**src/rtl/shift_pkg.sv**
```systemverilog
package shift_pkg;
    localparam int DATA_W = 32;
    localparam int CNT_W  = 8;
    localparam int TICK_W = CNT_W + 2;

    typedef enum logic [1:0] {
        WID_BYTE = 2'd0,
        WID_WORD = 2'd1,
        WID_LONG = 2'd2,
        WID_LNG2 = 2'd3
    } wid_e;

    typedef enum logic [2:0] {
        OP_RORC = 3'd0,
        OP_ROLC = 3'd1,
        OP_ASRN = 3'd2,
        OP_LSRN = 3'd3,
        OP_LSLN = 3'd4,
        OP_ASR1 = 3'd5,
        OP_LSR1 = 3'd6,
        OP_LSL1 = 3'd7
    } sop_e;

    function automatic int unsigned wid_bits(input wid_e w);
        case (w)
            WID_BYTE: return 8;
            WID_WORD: return 16;
            default:  return 32;
        endcase
    endfunction

    function automatic logic [DATA_W-1:0] wid_mask(input wid_e w);
        case (w)
            WID_BYTE: return {{(DATA_W-8){1'b0}}, 8'hFF};
            WID_WORD: return {{(DATA_W-16){1'b0}}, 16'hFFFF};
            default:  return {DATA_W{1'b1}};
        endcase
    endfunction

    function automatic logic is_rot(input sop_e o);
        return (o == OP_RORC) || (o == OP_ROLC);
    endfunction

    function automatic logic is_fixed(input sop_e o);
        return (o == OP_ASR1) || (o == OP_LSR1) || (o == OP_LSL1);
    endfunction

    function automatic logic is_right(input sop_e o);
        return (o == OP_ASRN) || (o == OP_LSRN) || (o == OP_ASR1) || (o == OP_LSR1);
    endfunction
endpackage

```
**src/rtl/shift_lat.sv**
```systemverilog
module shift_lat
    import shift_pkg::*;
#(
    parameter int CW = CNT_W,
    parameter int TW = TICK_W
) (
    input  sop_e          op,
    input  wid_e          wsel,
    input  logic [CW-1:0] count,
    output logic [TW-1:0] lat
);
    localparam int BASE_SHORT = 5;
    localparam int BASE_LONG  = 6;
    localparam int ZERO_LAT   = 6;
    localparam int FAST_LAT   = 2;

    logic long_w;

    always_comb begin
        long_w = (wsel == WID_LONG) || (wsel == WID_LNG2);
        if (is_rot(op) || is_fixed(op)) begin
            lat = TW'(FAST_LAT);
        end else if (count == '0) begin
            lat = TW'(ZERO_LAT);
        end else if (long_w) begin
            lat = TW'(BASE_LONG) + TW'(count);
        end else begin
            lat = TW'(BASE_SHORT) + TW'(count);
        end
    end
endmodule

```
**src/rtl/shift_step.sv**
```systemverilog
module shift_step
    import shift_pkg::*;
#(
    parameter int DW = DATA_W
) (
    input  logic [DW-1:0] cur,
    input  wid_e          wsel,
    input  sop_e          op,
    input  logic          cin,
    output logic [DW-1:0] nxt,
    output logic          bit_out
);
    logic [DW-1:0] mask;
    logic [DW-1:0] top;
    logic          sign;
    logic          fill;

    always_comb begin
        mask = wid_mask(wsel);
        top  = (mask >> 1) ^ mask;
        sign = |(cur & top);
        nxt  = cur;
        bit_out = 1'b0;
        fill = 1'b0;
        case (op)
            OP_ASRN, OP_ASR1, OP_LSRN, OP_LSR1, OP_RORC: begin
                if (op == OP_RORC)                         fill = cin;
                else if (op == OP_ASRN || op == OP_ASR1)   fill = sign;
                else                                       fill = 1'b0;
                bit_out = cur[0];
                nxt = (cur >> 1) | (fill ? top : '0);
            end
            default: begin
                fill    = (op == OP_ROLC) ? cin : 1'b0;
                bit_out = sign;
                nxt = ((cur << 1) & mask) | {{(DW-1){1'b0}}, fill};
            end
        endcase
    end
endmodule

```
**src/rtl/shift_unit.sv**
```systemverilog
module shift_unit
    import shift_pkg::*;
#(
    parameter int DW = DATA_W,
    parameter int CW = CNT_W
) (
    input  logic          clk,
    input  logic          rst_n,
    input  logic          start,
    input  logic [1:0]    width_sel,
    input  logic [2:0]    op,
    input  logic [DW-1:0] operand,
    input  logic [CW-1:0] count,
    input  logic          carry_in,
    output logic          busy,
    output logic          done,
    output logic [DW-1:0] result,
    output logic          flag_n,
    output logic          flag_z,
    output logic          flag_c,
    output logic          flag_t
);
    localparam int TW = CW + 2;

    typedef struct packed {
        logic          busy;
        logic          done;
        logic [TW-1:0] tick;
        logic [CW-1:0] bits;
        logic [DW-1:0] work;
        logic          c;
        logic          t;
        sop_e          op;
        wid_e          wsel;
        logic [DW-1:0] res;
        logic          fn;
        logic          fz;
        logic          fc;
        logic          ft;
    } st_t;

    st_t st_d, st_q;

    sop_e          in_op;
    wid_e          in_w;
    logic [TW-1:0] lat;
    logic [DW-1:0] step_nxt;
    logic          step_out;
    logic [DW-1:0] topbit;

    assign in_op = sop_e'(op);
    assign in_w  = is_rot(in_op) ? WID_BYTE : wid_e'(width_sel);

    shift_lat #(.CW(CW), .TW(TW)) i_lat (
        .op    (in_op),
        .wsel  (in_w),
        .count (count),
        .lat   (lat)
    );

    shift_step #(.DW(DW)) i_step (
        .cur     (st_q.work),
        .wsel    (st_q.wsel),
        .op      (st_q.op),
        .cin     (st_q.c),
        .nxt     (step_nxt),
        .bit_out (step_out)
    );

    always_comb begin
        st_d      = st_q;
        st_d.done = 1'b0;
        topbit    = (wid_mask(st_q.wsel) >> 1) ^ wid_mask(st_q.wsel);
        if (!st_q.busy) begin
            if (start) begin
                st_d.busy = 1'b1;
                st_d.op   = in_op;
                st_d.wsel = in_w;
                st_d.work = operand & wid_mask(in_w);
                st_d.bits = (is_rot(in_op) || is_fixed(in_op)) ? CW'(1) : count;
                st_d.tick = lat;
                st_d.c    = is_rot(in_op) ? carry_in : 1'b0;
                st_d.t    = 1'b0;
            end
        end else begin
            if (st_q.bits != '0) begin
                st_d.work = step_nxt;
                st_d.c    = step_out;
                st_d.bits = st_q.bits - CW'(1);
                if (is_right(st_q.op)) begin
                    st_d.t = st_q.t | st_q.c;
                end
            end
            st_d.tick = st_q.tick - TW'(1);
            if (st_q.tick == TW'(1)) begin
                st_d.busy = 1'b0;
                st_d.done = 1'b1;
                st_d.res  = st_q.work;
                st_d.fn   = |(st_q.work & topbit);
                st_d.fz   = (st_q.work == '0);
                st_d.fc   = st_q.c;
                st_d.ft   = st_q.t;
            end
        end
    end

    always_ff @(posedge clk or negedge rst_n) begin
        if (!rst_n) begin
            st_q <= '0;
        end else begin
            st_q <= st_d;
        end
    end

    assign busy   = st_q.busy;
    assign done   = st_q.done;
    assign result = st_q.res;
    assign flag_n = st_q.fn;
    assign flag_z = st_q.fz;
    assign flag_c = st_q.fc;
    assign flag_t = st_q.ft;
endmodule

```
**config.mk**
```make
export PLATFORM = sky130hd
export DESIGN_NAME = shift_unit
export DESIGN_NICKNAME = d
export VERILOG_FILES = /design/src/rtl/shift_pkg.sv /design/src/rtl/shift_lat.sv /design/src/rtl/shift_step.sv /design/src/rtl/shift_unit.sv
export SDC_FILE = /design/constraint.sdc
export NUM_CORES = 1
export LEC_CHECK = 0
export BUFFER_PORTS_ARGS = -buffer_cell sky130_fd_sc_hd__buf_2
export CORE_AREA = 5 5 99 101
export CTS_BUF_LIST = sky130_fd_sc_hd__clkbuf_4 sky130_fd_sc_hd__clkbuf_8
export CTS_CLUSTER_SIZE = 28
export DETAILED_ROUTE_END_ITERATION = 7
export DIE_AREA = 0 0 104 106
export PLACE_DENSITY = 0.89
export SLEW_MARGIN = 20
export SYNTH_ARGS = -nofsm -noshare
export SYNTH_HDL_FRONTEND = slang
export SYNTH_SLANG_ARGS = --single-unit
```
**constraint.sdc**
```tcl
create_clock -name clk -period 5.3 [get_ports clk]
set_input_delay 0.265 -clock clk [delete_from_list [all_inputs] [get_ports clk]]
set_output_delay 0.265 -clock clk [all_outputs]
set_load 0.05 [all_outputs]
```
==> results.json, run 1 <==
{
  "portBuffers": 86,
  "crit_path_start_kind": "register",
  "htreeDepth": 3,
  "critPathRequiredTime_ns": 5.57,
  "worst_hold_slack_ns": 0.143,
  "fmax_mhz": 364,
  "dp_hpwl_um": 8830,
  "avgRoutedWirePerCell_um": 17.9,
  "slew_headroom": 0.359,
  "skew_ns": 0.00858,
  "cp_max_fo": 36,
  "vias_per_cell": 6.20,
  "min_path_type": "in2reg",
  "clock_path_buffers": 2,
  "start_util": 0.605,
  "post_cts.repair.setup_buffers": 0,
  "status": "finished clean",
  "worst_pin_slew_ns": 0.959,
  "max_cap_viol_count": 0,
  "dieArea_mm2": 0.0110,
  "grt_max_degree": 67,
  "drive_above_1_share": 0.267,
  "place.gp.congestion": 0.944,
  "p_leak_nw": 2.84,
  "drc": 0,
  "cts_buffers": 9,
  "peakVddDrop_mv": 0.214,
  "core_mm2": 0.00893,
  "yosys_warnings": 0,
  "clkTransAtPathRegs_ns": 0.08,
  "finalHoldViolCount": 0,
  "fin_crit_ns": 2.75,
  "num_vias": 4436,
  "final_core_util": 0.649,
  "dp_cells": 698,
  "ys_ff_latch": 95,
  "clk_latency_ns": 0.36,
  "dieHeight_um": 106,
  "grt_first_pass_wirelength_um": 21400,
  "rsz0062_at_grt": "false",
  "tns_ns": 0,
  "n_antenna_cell": 0,
  "num_rows": 35,
  "clock-sinks": 95,
  "mostFrequentLayoutCell": "dfrtp_1",
  "grt-ovfl-total": 0,
  "arrival_ns": 3.02,
  "first_global_vias": 4311,
  "slew_violations": 0,
  "synth-edff-count": 0,
  "p_per_area_mw_per_mm2": 472,
  "synth_nets": 619,
  "drt_wl_total_um": 12800,
  "first_pass_iters": 6,
  "netlist_area_mm2": 0.00540,
  "finalSetupViolCount": 0,
  "drt-initial-drc-count": 401,
  "yosys_most_used_dff": "dfrtp_1",
  "worstSetupEndpointType": "register",
  "crit_type": "reg2reg",
  "die_width_um": 104,
  "fin_crit_sh": 0.519,
  "holdBufCountCts": 1,
  "layout_common_cells": "95 x dfrtp_1, 85 x buf_2, 63 x a21oi_1, 57 x nor2_1, 40 x mux2_2",
  "nets": 656,
  "cts-root-buf": "clkbuf_8",
  "ant_nets": 0,
  "cts_tree": "yes",
  "instances_no_fill": 715,
  "syn-instance-count": 562,
  "avgSynthCellArea_um2": 9.61,
  "cts_resized": 0,
  "synth_cell_types": 64,
  "synth-seq-area-share": 0.440,
  "async_flop_share": 1.00,
  "syn_to_final_growth_pct": 7.32,
  "antenna_found_initial": 0,
  "grt_usage": 0.233,
  "io_pins": 87
}
[cell usage after synthesis, types with 2 or more instances]
master,number,area (um2)
dfrtp_1,95,2380
a21oi_1,63,315
nor2_1,58,218
mux2_2,40,450
buf_4,38,285
nand2_1,36,135
o21ai_0,26,130
nand3_1,15,75.1
a21o_1,13,97.6
buf_2,13,65.1
and2_1,12,75.1
inv_1,12,45.0
clkbuf_1,10,37.5
a22oi_1,9,67.6
nor4_1,9,56.3
ha_1,8,100
a221oi_1,7,61.3
and3_1,7,43.8
xnor2_1,7,61.3
nand4_1,6,37.5
nor3_1,6,30.0
nand2b_1,5,31.3
o211ai_1,4,30.0
buf_6,3,33.8
mux2_1,3,33.8
mux2i_1,3,30.0
nor2b_1,3,18.8
o221ai_1,3,26.3
a211o_1,2,17.5
a31oi_1,2,12.5
buf_1,2,7.51
nor3b_1,2,15.0
nor4_2,2,25.0
o211a_1,2,20.0
o21a_1,2,15.0
o21ai_1,2,10.0
o21bai_1,2,15.0
o31a_1,2,17.5
or4_4,2,22.5
xor2_1,2,17.5
[state kept, by name (all words and copies together), names as in the netlist]
name    count
done        1
flag_n      1
st_q       57
flag_t      1
flag_z      1
result     32
flag_c      1
busy        1
[worst paths after layout]
path / start / to / slack, ns / depth (start not counted)
max in group asynchronous: rst_n / st_q[36]$_DFFE_PN0P_ / 3.77 / 3
worst min-delay path: op[0] / st_q[38]$_DFFE_PN0P_ / 0.14 / 3
worst min register to register: st_q[92]$_DFFE_PN0P_ / st_q[92]$_DFFE_PN0P_ / 0.47 / 1
worst max register to register: busy$_DFF_PN0_ / st_q[79]$_DFFE_PN0P_ / 2.55 / 7
min in group asynchronous: rst_n / result[10]$_DFFE_PN0P_ / 0.36 / 2
worst max-delay path: busy$_DFF_PN0_ / st_q[79]$_DFFE_PN0P_ / 2.55 / 7
[cell families (layout without fill, tap and decap cells)]
group	count (synthesis)	count (layout)	synth area share
mux	46	46	0.0952
fa+ha+maj	8	8	0.0185
compound gates	150	150	0.175
buf+inv	78	120	0.0878
simple gates	176	176	0.168
xor+xnor	9	9	0.0146
flops	95	95	0.440
[stage by stage]
stage | cell area, um2 | worst slack, ns | power [mW]
6_report | 5800 | 2.55 | 2.74
5_1_grt | 5800 | 2.38 | 2.92
4_1_cts | 5790 | 2.64 | 2.73
3_5_place_dp | 5590 | 2.67 | 2.24
3_3_place_gp | 5590 | 2.76 | 2.18
2_1_floorplan | 5400 | 3.19 | 2.03
[power by group]
group | total (mW) | switching [mW] | internal [mW]
clock network | 0.477 | 0.248 | 0.229
registers | 1.25 | 0.299 | 0.946
logic | 1.01 | 0.583 | 0.431
[routing by layer]
| layer | part of all wire | wire length (um) | vias up | track usage |
|---|---|---|---|---|
| met3 | 0.073 | 939 | 21 | 0.0571 |
| met4 | 0.018 | 236 | 0 | 0.0731 |
| met2 | 0.49 | 6320 | 215 | 0.378 |
| met1 | 0.41 | 5300 | 2148 | 0.311 |
| met5 | 0 | 0 | - | 0 |
| li1 | - | - | 2052 | - |
[final cells by class]
type                       instances  area, um2
fill                             724       3140
clock inverter                     5       56.3
tap                              111        139
timing repair buffer              92        480
sequential                        95       2380
clock buffer                      11        139
multi-input combinational        389       2560
inverter                          12       45.0
[critical path, cell delays in order, from the launching register on]
cell	delay, ns
dfrtp_1	0.80
buf_4	0.41
nor4b_4	0.32
nand4b_1	0.25
o21ai_2	0.19
buf_4	0.42
o21ai_0	0.16
o21ai_0	0.11
Note: power is estimated with default switching activity, not from simulation.
==> run 2, diff against run 1 <==
--- a/config.mk
+++ b/config.mk
@@ -6,12 +6,12 @@
 export NUM_CORES = 1
 export LEC_CHECK = 0
 export BUFFER_PORTS_ARGS = -buffer_cell sky130_fd_sc_hd__buf_2
-export CORE_AREA = 5 5 99 101
+export CORE_AREA = 5 5 102 104
 export CTS_BUF_LIST = sky130_fd_sc_hd__clkbuf_4 sky130_fd_sc_hd__clkbuf_8
 export CTS_CLUSTER_SIZE = 28
 export DETAILED_ROUTE_END_ITERATION = 7
-export DIE_AREA = 0 0 104 106
-export PLACE_DENSITY = 0.89
+export DIE_AREA = 0 0 107 109
+export PLACE_DENSITY = 0.85
 export SLEW_MARGIN = 20
 export SYNTH_ARGS = -nofsm -noshare
 export SYNTH_HDL_FRONTEND = slang
==> constraint.sdc (replaced) <==
create_clock -name clk -period 2.7 [get_ports clk]
set_input_delay 0.135 -clock clk [delete_from_list [all_inputs] [get_ports clk]]
set_output_delay 0.135 -clock clk [all_outputs]
set_load 0.05 [all_outputs]
==> run 2 against run 1 <==
Against the previous run: first-iteration DRC count shrank 23%; clock power grew 100%; global-route usage shrank 0.54 points; clock skew grew 0.0034 ns; sequential share of layout area shrank 0.64 points; fmax grew 26%; sequential cell count is the same; clock-buffer cell count shrank 1; critical endpoint is now result[1]$_DFFE_PN0P_; highest routed layer unchanged.
==> results.json, run 2 (same netlist as run 1, synthesis figures left out) <==
{
  "antenna_found_initial": 0,
  "finalSetupViolCount": 0,
  "drt-initial-drc-count": 309,
  "peakVddDrop_mv": 0.399,
  "dp_hpwl_um": 9100,
  "clock_path_buffers": 2,
  "crit_path_start_kind": "register",
  "regToRegSetupSlack_ns": 0.52,
  "avgRoutedWirePerCell_um": 17.6,
  "mostFrequentLayoutCell": "dfrtp_1",
  "layout_common_cells": "95 x dfrtp_1, 85 x buf_2, 63 x a21oi_1, 58 x nor2_1, 40 x mux2_2",
  "finalHoldViolCount": 0,
  "worst_pin_slew_ns": 0.704,
  "num_vias": 4439,
  "nets": 665,
  "ant_nets": 0,
  "first_pass_iters": 5,
  "dieArea_mm2": 0.0117,
  "seqCellArea_mm2": 0.00238,
  "place.gp.congestion": 0.891,
  "status": "finished clean",
  "rr_endpoint": "result[1]$_DFFE_PN0P_",
  "tns_ns": 0,
  "grt_first_pass_wirelength_um": 21200,
  "num_rows": 36,
  "crit_chain": "nand2b_1 -> nor4_2 -> and4b_2 -> buf_4 -> mux2_2",
  "portBuffers": 86,
  "p_leak_nw": 2.89,
  "p_per_area_mw_per_mm2": 918,
  "clock-sinks": 95,
  "first_global_vias": 4396,
  "largest-register": "st_q",
  "fin_crit_ns": 2.18,
  "drive_above_1_share": 0.272,
  "htreeDepth": 3,
  "critPathRequiredTime_ns": 2.95,
  "crit_start": "busy$_DFF_PN0_",
  "slew_violations": 0,
  "core_mm2": 0.00946,
  "max_cap_viol_count": 0,
  "fin_crit_sh": 0.809,
  "grt_usage": 0.228,
  "n_antenna_cell": 0,
  "post-place-ws_ns": 0.544,
  "clk_latency_ns": 0.37,
  "cpMaxStageDelayCell": "dfrtp_1",
  "cp_num_buf_inv": 1,
  "reg2reg_depth": 5,
  "worst_slack_ns": 0.516,
  "post_cts.repair.setup_buffers": 0,
  "grt-ovfl-total": 0,
  "r2r-start": "busy$_DFF_PN0_",
  "largest_reg_flops": 57,
  "cts-root-buf": "clkbuf_8",
  "drc": 0,
  "syn_to_final_growth_pct": 9.01,
  "arrival_ns": 2.44,
  "crit_path_end": "result[1]$_DFFE_PN0P_",
  "min_path_type": "in2reg",
  "vias_per_cell": 6.11,
  "cts_tree": "yes",
  "fmax_mhz": 458,
  "die_width_um": 107,
  "drt_wl_total_um": 12800,
  "cp_max_fo": 38,
  "clkTransAtPathRegs_ns": 0.09,
  "rsz0062_at_grt": "false",
  "grt_max_degree": 51,
  "start_util": 0.571,
  "skew_ns": 0.0120,
  "slew_headroom": 0.529,
  "cts_buffers": 9,
  "crit_type": "reg2reg",
  "dieHeight_um": 109,
  "path_depth": 5,
  "worstSetupEndpointType": "register",
  "io_pins": 87,
  "n_fill_cell": 806,
  "multi_input_area_mm2": 0.00256,
  "worst_path_largest_cell_delay_ns": 0.59,
  "path_delay_family": "simple AND/OR/NAND/NOR gates"
}
-- run 2: how the worst min path moves through the flow --
stage                                end  startpoint  slack, ns  depth (start not counted)
floorplan                 busy$_DFF_PN0_       rst_n      -0.16                          0
global placement    st_q[81]$_DFFE_PN0P_       rst_n       0.18                          1
detailed placement  st_q[81]$_DFFE_PN0P_       rst_n       0.19                          1
CTS                 st_q[49]$_DFFE_PN0P_  operand[6]       0.03                          3
global route        st_q[48]$_DFFE_PN0P_  operand[5]       0.04                          3
finish              st_q[48]$_DFFE_PN0P_  operand[5]       0.04                          3
-- run 2: tightest hold or removal path, cell delays in order --
cell,delay [ns]
buf_2,0.09
a221oi_1,0.07
nor2_1,0.08
-- run 2: where the power goes --
part           total, mW  switching [mW]  internal (mW)
Sequential          2.44           0.587           1.86
Clock              0.976           0.529          0.447
Combinational       1.99            1.12          0.862
Total               5.41            2.24           3.17
-- run 2: final cells by class --
| type | count | share of cell area |
|---|---|---|
| Sequential cell | 95 | 0.404 |
| Multi-Input combinational cell | 389 | 0.434 |
| Inverter | 12 | 0.00765 |
| Clock inverter | 6 | 0.0117 |
| Timing Repair Buffer | 101 | 0.0960 |
| Clock buffer | 10 | 0.0223 |
| Tap cell | 114 | 0.0242 |
-- run 2: per-layer routing --
layer | vias to the layer above | routed length (um) | GRT usage
met5 | - | 0 | 0
met4 | 0 | 343 | 0.102
met3 | 34 | 776 | 0.0468
met2 | 171 | 6210 | 0.362
met1 | 2164 | 5470 | 0.303
li1 | 2070 | - | -
-- run 2: metrics by stage --
| step | hold slack (ns) | util | cell area (um2) | power, mW | cells |
|---|---|---|---|---|---|
| finish | 0.0372 | 0.622 | 5890 | 5.41 | 727 |
| detailed placement | 0.187 | 0.598 | 5660 | 4.43 | 708 |
| floorplan | -0.161 | - | 5400 | 3.98 | 562 |
| global placement | 0.182 | 0.598 | 5660 | 4.32 | 708 |
| CTS | 0.0307 | 0.622 | 5890 | 5.40 | 727 |
| global route | 0.0404 | 0.622 | 5890 | 5.77 | 727 |
-- run 2: timing repair --
action	4_1_cts	5_1_grt
hold buffers	3	0
hold endpoints to repair	47	0
resized for setup	0	0
